--- config.mk ---
export PLATFORM = sky130hd
export DESIGN_NAME = tmr16_core
export DESIGN_NICKNAME = d
export VERILOG_FILES = /design/src/rtl/tmr16_pkg.sv /design/src/rtl/tmr16_bus.sv /design/src/rtl/tmr16_count.sv /design/src/rtl/tmr16_wave.sv /design/src/rtl/tmr16_core.sv
export SDC_FILE = /design/constraint.sdc
export NUM_CORES = 1
export LEC_CHECK = 0
export ABC_AREA = 1
export BUFFER_PORTS_ARGS = -buffer_cell sky130_fd_sc_hd__buf_2
export CAP_MARGIN = 20
export CORE_MARGIN = 5
export CORE_UTILIZATION = 60
export DETAILED_ROUTE_END_ITERATION = 7
export PLACE_DENSITY = 0.76
export SYNTH_ARGS = -nofsm -noshare
export SYNTH_HDL_FRONTEND = slang
export SYNTH_SLANG_ARGS = --single-unit
--- constraint.sdc ---
create_clock -name clk -period 2.9 [get_ports clk]
set_input_delay 0.725 -clock clk [delete_from_list [all_inputs] [get_ports clk]]
set_output_delay 0.725 -clock clk [all_outputs]
set_load 0.02 [all_outputs]
--- src/rtl/tmr16_pkg.sv ---
package tmr16_pkg;
    typedef enum logic [1:0] {
        MODE_FREE   = 2'd0,
        MODE_TOPREG = 2'd1,
        MODE_PWM10  = 2'd2,
        MODE_SPARE  = 2'd3
    } mode_e;

    localparam int ADDR_W  = 4;
    localparam int NFLAG   = 3;
    localparam int NREG16  = 3;

    localparam logic [ADDR_W-1:0] A_CNT_LO = 4'd0;
    localparam logic [ADDR_W-1:0] A_CTRL   = 4'd8;
    localparam logic [ADDR_W-1:0] A_MASK   = 4'd9;
    localparam logic [ADDR_W-1:0] A_FLAG   = 4'd10;

    localparam int F_OVF  = 0;
    localparam int F_CMPA = 1;
    localparam int F_CMPB = 2;
endpackage

--- src/rtl/tmr16_bus.sv ---
module tmr16_bus
    import tmr16_pkg::*;
#(
    parameter int BYTE_W = 8,
    localparam int CNT_W = 2 * BYTE_W
) (
    input  logic              clk,
    input  logic              rst_n,
    input  logic              wr_en,
    input  logic              rd_en,
    input  logic [ADDR_W-1:0] addr,
    input  logic [BYTE_W-1:0] wdata,
    output logic [BYTE_W-1:0] rdata,
    input  logic [CNT_W-1:0]  cnt,
    input  logic [NFLAG-1:0]  flags,
    output logic              cnt_load,
    output logic [CNT_W-1:0]  load_val,
    output logic [CNT_W-1:0]  cmpa,
    output logic [CNT_W-1:0]  cmpb,
    output logic [CNT_W-1:0]  top,
    output mode_e             mode,
    output logic              tog_en,
    output logic [NFLAG-1:0]  mask,
    output logic [NFLAG-1:0]  flag_clr
);
    logic [BYTE_W-1:0] temp_q;
    logic [CNT_W-1:0]  hold [NREG16];
    logic [CNT_W-1:0]  live [NREG16+1];
    logic              in_pair;
    logic              is_hi;
    logic [1:0]        sel;

    assign in_pair  = !addr[ADDR_W-1];
    assign is_hi    = addr[0];
    assign sel      = addr[2:1];
    assign load_val = {temp_q, wdata};
    assign cnt_load = wr_en && (addr == A_CNT_LO);
    assign flag_clr = (wr_en && addr == A_FLAG) ? wdata[NFLAG-1:0] : '0;

    assign live[0] = cnt;

    for (genvar i = 0; i < NREG16; i++) begin : g_reg
        logic [CNT_W-1:0] val_q;
        always_ff @(posedge clk or negedge rst_n) begin
            if (!rst_n)
                val_q <= '0;
            else if (wr_en && in_pair && !is_hi && sel == 2'(i + 1))
                val_q <= {temp_q, wdata};
        end
        assign hold[i]   = val_q;
        assign live[i+1] = val_q;
    end

    assign cmpa = hold[0];
    assign cmpb = hold[1];
    assign top  = hold[2];

    // shared holding byte: high writes load it, low reads snapshot into it
    always_ff @(posedge clk or negedge rst_n) begin
        if (!rst_n)
            temp_q <= '0;
        else if (wr_en && in_pair && is_hi)
            temp_q <= wdata;
        else if (rd_en && !wr_en && in_pair && !is_hi)
            temp_q <= live[sel][CNT_W-1:BYTE_W];
    end

    always_ff @(posedge clk or negedge rst_n) begin
        if (!rst_n) begin
            mode   <= MODE_FREE;
            tog_en <= 1'b0;
            mask   <= '0;
        end else if (wr_en && addr == A_CTRL) begin
            mode   <= mode_e'(wdata[1:0]);
            tog_en <= wdata[2];
        end else if (wr_en && addr == A_MASK) begin
            mask   <= wdata[NFLAG-1:0];
        end
    end

    always_comb begin
        rdata = '0;
        if (in_pair)
            rdata = is_hi ? temp_q : live[sel][BYTE_W-1:0];
        else if (addr == A_CTRL)
            rdata = BYTE_W'({tog_en, mode});
        else if (addr == A_MASK)
            rdata = BYTE_W'(mask);
        else if (addr == A_FLAG)
            rdata = BYTE_W'(flags);
    end

    AST_HI_WRITE_TEMP: assert property (@(posedge clk) disable iff (!rst_n)
        (wr_en && in_pair && is_hi) |=> temp_q == $past(wdata));
    AST_LO_READ_LATCH: assert property (@(posedge clk) disable iff (!rst_n)
        (rd_en && !wr_en && addr == A_CNT_LO) |=> temp_q == $past(cnt[CNT_W-1:BYTE_W]));
endmodule

--- src/rtl/tmr16_count.sv ---
module tmr16_count
    import tmr16_pkg::*;
#(
    parameter int BYTE_W   = 8,
    parameter int PWM_BITS = 10,
    localparam int CNT_W   = 2 * BYTE_W
) (
    input  logic             clk,
    input  logic             rst_n,
    input  logic             tick,
    input  logic             load,
    input  logic [CNT_W-1:0] load_val,
    input  mode_e            mode,
    input  logic [CNT_W-1:0] top,
    input  logic [CNT_W-1:0] cmpa,
    input  logic [CNT_W-1:0] cmpb,
    input  logic [NFLAG-1:0] flag_clr,
    output logic [CNT_W-1:0] cnt,
    output logic [NFLAG-1:0] flags,
    output logic             hit_b
);
    localparam logic [CNT_W-1:0] PWM_TOP = CNT_W'((1 << PWM_BITS) - 1);
    localparam logic [CNT_W-1:0] MAXV    = {CNT_W{1'b1}};

    logic             step;
    logic             at_top;
    logic [CNT_W-1:0] nxt;
    logic [NFLAG-1:0] set_ev;

    assign step = tick && !load;

    // wrap transition selection per mode
    always_comb begin
        unique case (mode)
            MODE_FREE:   at_top = (cnt == MAXV);
            MODE_TOPREG: at_top = (cnt == top);
            MODE_PWM10:  at_top = (cnt == PWM_TOP);
            MODE_SPARE:  at_top = (cnt == MAXV);
        endcase
        nxt = at_top ? '0 : cnt + 1'b1;
    end

    always_comb begin
        set_ev         = '0;
        set_ev[F_OVF]  = step && (cnt == MAXV || (mode == MODE_PWM10 && cnt == PWM_TOP));
        set_ev[F_CMPA] = step && (nxt == cmpa);
        set_ev[F_CMPB] = step && (nxt == cmpb);
    end

    assign hit_b = set_ev[F_CMPB];

    always_ff @(posedge clk or negedge rst_n) begin
        if (!rst_n)
            cnt <= '0;
        else if (load)
            cnt <= load_val;
        else if (step)
            cnt <= nxt;
    end

    always_ff @(posedge clk or negedge rst_n) begin
        if (!rst_n)
            flags <= '0;
        else
            flags <= (flags & ~flag_clr) | set_ev;
    end

    AST_LOAD_WINS: assert property (@(posedge clk) disable iff (!rst_n)
        load |=> cnt == $past(load_val));
    AST_IDLE_HOLD: assert property (@(posedge clk) disable iff (!rst_n)
        (!tick && !load) |=> $stable(cnt));
    AST_TOPREG_CLEAR: assert property (@(posedge clk) disable iff (!rst_n)
        (step && mode == MODE_TOPREG && cnt == top && cnt != MAXV && flag_clr == '0
         && !flags[F_OVF]) |=> (cnt == '0 && !flags[F_OVF]));
    AST_PWM_WRAP: assert property (@(posedge clk) disable iff (!rst_n)
        (step && mode == MODE_PWM10 && cnt == PWM_TOP) |=> (cnt == '0 && flags[F_OVF]));
endmodule

--- src/rtl/tmr16_wave.sv ---
module tmr16_wave (
    input  logic clk,
    input  logic rst_n,
    input  logic hit_b,
    input  logic tog_en,
    output logic wave
);
    always_ff @(posedge clk or negedge rst_n) begin
        if (!rst_n)
            wave <= 1'b0;
        else if (hit_b && tog_en)
            wave <= !wave;
    end

    AST_WAVE_STEADY: assert property (@(posedge clk) disable iff (!rst_n)
        !(hit_b && tog_en) |=> $stable(wave));
    AST_WAVE_FLIP: assert property (@(posedge clk) disable iff (!rst_n)
        (hit_b && tog_en) |=> wave != $past(wave));
endmodule

--- src/rtl/tmr16_core.sv ---
module tmr16_core
    import tmr16_pkg::*;
#(
    parameter int BYTE_W   = 8,
    parameter int PWM_BITS = 10
) (
    input  logic              clk,
    input  logic              rst_n,
    input  logic              tick_en,
    input  logic              wr_en,
    input  logic              rd_en,
    input  logic [ADDR_W-1:0] addr,
    input  logic [BYTE_W-1:0] wdata,
    output logic [BYTE_W-1:0] rdata,
    output logic              wave_b,
    output logic              wave_b_oe,
    output logic              irq_ovf,
    output logic              irq_cmpa,
    output logic              irq_cmpb
);
    localparam int CNT_W = 2 * BYTE_W;

    logic [CNT_W-1:0] cnt, load_val, cmpa, cmpb, top;
    logic [NFLAG-1:0] flags, mask, flag_clr;
    logic             cnt_load, tog_en, hit_b;
    mode_e            mode;

    tmr16_bus #(.BYTE_W(BYTE_W)) u_bus (
        .clk(clk), .rst_n(rst_n), .wr_en(wr_en), .rd_en(rd_en), .addr(addr),
        .wdata(wdata), .rdata(rdata), .cnt(cnt), .flags(flags),
        .cnt_load(cnt_load), .load_val(load_val), .cmpa(cmpa), .cmpb(cmpb),
        .top(top), .mode(mode), .tog_en(tog_en), .mask(mask), .flag_clr(flag_clr)
    );

    tmr16_count #(.BYTE_W(BYTE_W), .PWM_BITS(PWM_BITS)) u_count (
        .clk(clk), .rst_n(rst_n), .tick(tick_en), .load(cnt_load),
        .load_val(load_val), .mode(mode), .top(top), .cmpa(cmpa), .cmpb(cmpb),
        .flag_clr(flag_clr), .cnt(cnt), .flags(flags), .hit_b(hit_b)
    );

    tmr16_wave u_wave (
        .clk(clk), .rst_n(rst_n), .hit_b(hit_b), .tog_en(tog_en), .wave(wave_b)
    );

    assign wave_b_oe = tog_en;
    assign irq_ovf   = flags[F_OVF]  && mask[F_OVF];
    assign irq_cmpa  = flags[F_CMPA] && mask[F_CMPA];
    assign irq_cmpb  = flags[F_CMPB] && mask[F_CMPB];

    AST_FLAG_SET_WINS: assert property (@(posedge clk) disable iff (!rst_n)
        (wr_en && addr == A_FLAG && tick_en && hit_b) |=> flags[F_CMPB]);
endmodule

After elaboration in Yosys (flattened, before gate mapping)
Index checks and enable logic that the tools add are counted.
W data, S select, Z words.
{"block": "word_totals", "register_bits": 82, "input_bits": 17, "out_inout_bits": 13, "wordCells": 80}
{"block": "classes", "n_addsub": 1, "order_cmp": 1, "eq_ne": 14, "n_mux": 15, "bitwise_logic": 5, "reduce_logical": 34}
{"op": "$mux W16", "count": 5}
{"op": "$eq A16 B16 Y1", "count": 3}
{"op": "$mux W8", "count": 6}
{"op": "$bmux W16 S2", "count": 1}
{"op": "$logic_and A1 B1 Y1", "count": 22}
{"op": "$add A16 B1 Y16 const B", "count": 1}
{"op": "$eq A16 B10 Y1 const B", "count": 1}
{"op": "$eq A16 B16 Y1 const B", "count": 1}
{"op": "$eq A4 B4 Y1 const B", "count": 3}
{"op": "$eq A2 B2 Y1 const B", "count": 4}
{"op": "$mux W3", "count": 2}
{"op": "$logic_not A1 Y1", "count": 5}
{"op": "$eq A2 B1 Y1 const B", "count": 2}
{"op": "$logic_not A4 Y1", "count": 1}
{"op": "$reduce_bool A2 Y1", "count": 2}
{"op": "$and A3 B3 Y3", "count": 1}
{"op": "$ge A3 B3 Y1 const B", "count": 1}
{"op": "$not A2 Y3", "count": 1}
{"op": "$not A3 Y3", "count": 1}
{"op": "$or A3 B3 Y3", "count": 1}
{"op": "$pmux W1 S3", "count": 1}
{"op": "$logic_not A2 Y1", "count": 1}
{"op": "$reduce_and A2 Y1", "count": 1}
{"op": "$reduce_or A2 Y1", "count": 1}
{"op": "other kinds (2)", "count": 2}

Longest topological paths before layout
{"block": "depth", "depth_word": 7, "ltp_mapped": 19, "depth_no_buf": 18}

Modules after synthesis
A second synthesis with hierarchy kept.
{"block": "unflattened", "hier_cells": 834, "hier_area_um2": 5711.7}
{"module": "tmr16_bus", "n_inst": 1, "cells_each": 444, "area_per_inst_um2": 3395.8, "seq_area_each_um2": 1551.5}
{"module": "tmr16_count", "n_inst": 1, "cells_each": 378, "area_per_inst_um2": 2248.4, "seq_area_each_um2": 475.5}
{"module": "tmr16_wave", "n_inst": 1, "cells_each": 6, "area_per_inst_um2": 45.0, "seq_area_each_um2": 25.0}
{"module": "tmr16_core", "n_inst": 1, "cells_each": 6, "area_per_inst_um2": 22.5, "seq_area_each_um2": 0.0}

Worst setup path before layout
OpenSTA, ideal clock, no wires.
{"block": "synth_timing", "path_type": "input -> output", "startpoint": "input addr[1]", "endpoint": "output rdata[4]", "arrival_ns": 1.788, "required_time_ns": 2.175, "slack_ns": 0.387, "cell_stages": 6, "path_buffers": 1, "path_cell_list": "nor2_1 inv_1 clkbuf_1 nor2_1 a221oi_1 a31oi_1"}
{"block": "synth_via", "elab_chain_cells": 6, "elab_cells_between_ends": 8}
{"item": "start: declaration", "line_no": "tmr16_core.sv:12", "source": "input logic [ADDR_W-1:0] addr,"}
{"item": "$not A2 Y3 (not written as such)", "line_no": "tmr16_bus.sv:84", "source": "rdata = is_hi ? temp_q : live[sel][BYTE_W-1:0];"}
{"item": "$bmux W16 S2", "line_no": "tmr16_bus.sv:84"}
{"item": "$mux W16 (2 in series)"}
{"item": "$mux W8", "line_no": "tmr16_bus.sv:84"}
{"item": "$mux W8 *", "line_no": "tmr16_bus.sv:83", "source": "if (in_pair)"}
{"item": "end: declaration", "line_no": "tmr16_core.sv:14", "source": "output logic [BYTE_W-1:0] rdata,"}
Mark *: on every way between the ends. The rest lies on a longest branch, timed or not. The select of a mux whose other input is x is not followed.

Worst setup path in the final report
{"block": "layout_timing", "startpoint": "input addr[2]", "endpoint": "output rdata[6]"}
The elaborated chain is that of the path after synthesis.

==> results_dict.tcl <==
set metrics [dict create \
    outcome "finished, final reports clean" \
    die_x_microns 101 \
    critPathKind "in2out" \
    syn_area_sq_mm 0.00498 \
    grt_overflow 0 \
    cts_max_level 3 \
    root_buffer "clkbuf_8" \
    end_kind "primary output" \
    cp_common_cell "buf_2" \
    setup_viol 0 \
    worst_pin_slew_ns 0.652 \
    grt_pass1_wl_mm 28.2 \
    grt_pass1_vias 5079 \
    antenna_found_initial 0 \
    post-cts-setup-buffer-count 0 \
    postRouteAntennaNets 0 \
    synth.distinct_cells 33 \
    final.setup.tns_ns 0 \
    via_per_inst 6.17 \
    drt_iter0_drc 542 \
    syn_avg_cell_area_sq_um 7.23 \
    routabilityCongestion 1.07 \
    period_needed_ns 2.71 \
    syn_to_final_growth_pct 10.4 \
    clock-sinks 82 \
    final_common_cell "nand2_1" \
    num_rows 33 \
    r2r_slack_ns 0.32 \
    die_area_sq_mm 0.0102 \
    cp.required_ns 2.17 \
    slew_violations 0 \
    dp_hpwl_mm 13.5 \
    layout.nets 745 \
    start_util 0.612 \
    pre_cts_slack_ns 0.249 \
    fin_skew_ns 0.0101 \
    coreArea_sq_mm 0.00813 \
    cp_cell_sequence "buf_2 > nand2_1 > nor2_1 > a221oi_1 > a31oi_1 > buf_2" \
    slew_headroom 0.562 \
    worstSetupStartpoint "addr[2]" \
    cpPeakStageDelay_ns 0.36 \
    grt_max_degree 38 \
    vias 5151 \
    ys_ff_latch 82 \
    clk_path_buf_depth 2 \
    critPathArrivalTime_ns 1.99 \
    seq_area_frac_synth 0.412 \
    fmaxAchievable_mhz 369 \
    n_antenna_cell 0 \
    tritoncts "done" \
    wire_per_inst_microns 21.2 \
    wl_mm 17.7 \
    syn_nets 709 \
    drive_above_1_share 0.112 \
    clk_latency_ns 0.36 \
    fin_ws_ns 0.189 \
    io-pin-count 30 \
    firstDrtPassIters 5 \
    path_max_fanout 10 \
    cts_buffers 9 \
    hold_buffers 0 \
    io_buffers 29 \
    start_kind "input pin" \
    period_share 0.935 \
    power.density_mw_per_mm2 728 \
    max_cap_viol_count 0 \
    cpMaxStageDelayCell "nand2_1" \
    grt.total_usage 0.368 \
    clk_pin_slew_ns 0.09 \
    final_cell_mix "nand2_1 (226), inv_1 (91), dfrtp_1 (82), o21ai_0 (76), nor2_1 (45)" \
    die_h_microns 101 \
    r2r_start "u_count.cnt[14]" \
    rsz0062_at_grt "no" \
    syn-instance-count 689 \
    post-route-drc-count 0 \
    ys_warn_count 0 \
    post_cts_resized 0 \
    path_buf_inv 2 \
    hp-class "in2async" \
    cpLargestDelayFamily "compound AO/OA/AOI/OAI gates" \
    ir_worst_vdd_v 0.000506 \
    hold_violations 0 \
    p_leak_uw 0.00275 \
    fill_cells 705 \
]
==> synthesized netlist by cell type <==
library cell,number,area [sq um]
a2111oi_0,2,17.5
a21oi_1,4,20.0
a221oi_1,11,96.3
a31oi_1,5,31.3
buf_6,2,22.5
clkbuf_1,19,71.3
clkinv_1,2,7.51
dfrtp_1,82,2050
ha_1,3,37.5
inv_1,91,342
inv_2,2,7.51
nand2_1,226,848
nand2_2,4,25.0
nand2_4,3,33.8
nand3_1,21,105
nand3_2,3,30.0
nand3_4,1,17.5
nand3b_1,5,37.5
nand4_1,8,50.1
nor2_1,45,169
nor2_2,2,12.5
nor2_4,1,11.3
nor3_1,7,35.0
nor3_2,2,20.0
o211ai_1,3,22.5
o21ai_0,76,380
o21ai_1,2,10.0
o221ai_1,23,201
o22ai_1,14,87.6
or2_2,2,12.5
xnor2_1,4,35.0
xor2_1,13,114
xor2_2,1,16.3
==> final timing paths <==
kind / depth (start not counted) / end
hold reg to reg: 2 / u_bus.top[6]
setup reg to reg: 16 / u_count.flags[1]
min in group clk: 2 / u_bus.top[6]
max in group asynchronous: 2 / u_count.cnt[0]
setup / recovery: 6 / rdata[6]
hold / removal: 1 / u_bus.cmpb[10]
==> sequential cells by signal, summed over array words and instances (netlist names) <==
signal and cells:
u_bus.top 16, u_count.flags 3, u_bus.cmpb 16, u_bus.mode 2, u_bus.tog_en 1, u_wave.wave 1
u_bus.temp_q 8, u_count.cnt 16, u_bus.mask 3, u_bus.cmpa 16
==> logic make-up after synthesis <==
group                      synth area share
adders and majority gates           0.00754
and+or+nand+nor                       0.283
DFF                                   0.412
xor gates and xnor gates             0.0332
buffers and inverters                0.0905
AOI/OAI and AO/OA                     0.174
==> metrics by stage <==
stage | hold WS [ns] | cell area, sq um | utilization | instances | power [uW]
floorplan | 0.429 | 4980 | - | 689 | 2620
global placement | 0.493 | 5310 | 0.652 | 819 | 3100
global route | 0.330 | 5500 | 0.676 | 835 | 4240
detailed placement | 0.497 | 5310 | 0.652 | 819 | 3130
CTS | 0.321 | 5500 | 0.676 | 835 | 3950
finish | 0.306 | 5500 | 0.676 | 835 | 4000
==> power by group <==
part / switching (uW) / total [uW] / leakage (uW) / internal [uW]
registers: 362 / 1760 / 0.00105 / 1400
logic: 910 / 1410 / 0.00161 / 496
clock network: 434 / 834 / 0.0000966 / 400
total: 1710 / 4000 / 0.00275 / 2300
==> final cells by class <==
class | count | area [sq um] | area share
multi-input combinational | 491 | 2480 | 0.451
sequential | 82 | 2050 | 0.373
inverter | 95 | 357 | 0.0649
timing repair buffer | 46 | 288 | 0.0523
tap | 105 | 131 | 0.0239
clock buffer | 10 | 128 | 0.0232
clock inverter | 6 | 65.1 | 0.0118
==> routing by layer <==
metal	vias to the layer above	track usage	wire length, microns
li1	2340	-	-
met1	2339	0.517	7030
met2	388	0.535	7550
met3	84	0.0858	2200
met4	0	0.184	902
met5	-	0	0
==> worst reg2reg max path, cell delays in order, from the launching register on <==
cell and delay, ns:
dfrtp_1 0.44, inv_1 0.18, nand2_1 0.09, nand2_1 0.06, nor2_1 0.22, nand2_1 0.13, nor2_1 0.10, nand2_1 0.06
nand2_2 0.07, nand2_4 0.17, buf_4 0.23, nand2_4 0.08, xor2_1 0.27, nand3_1 0.12, nor2_1 0.12, nand3_1 0.10
nand2_1 0.08
(Power assumes the default switching activity.)
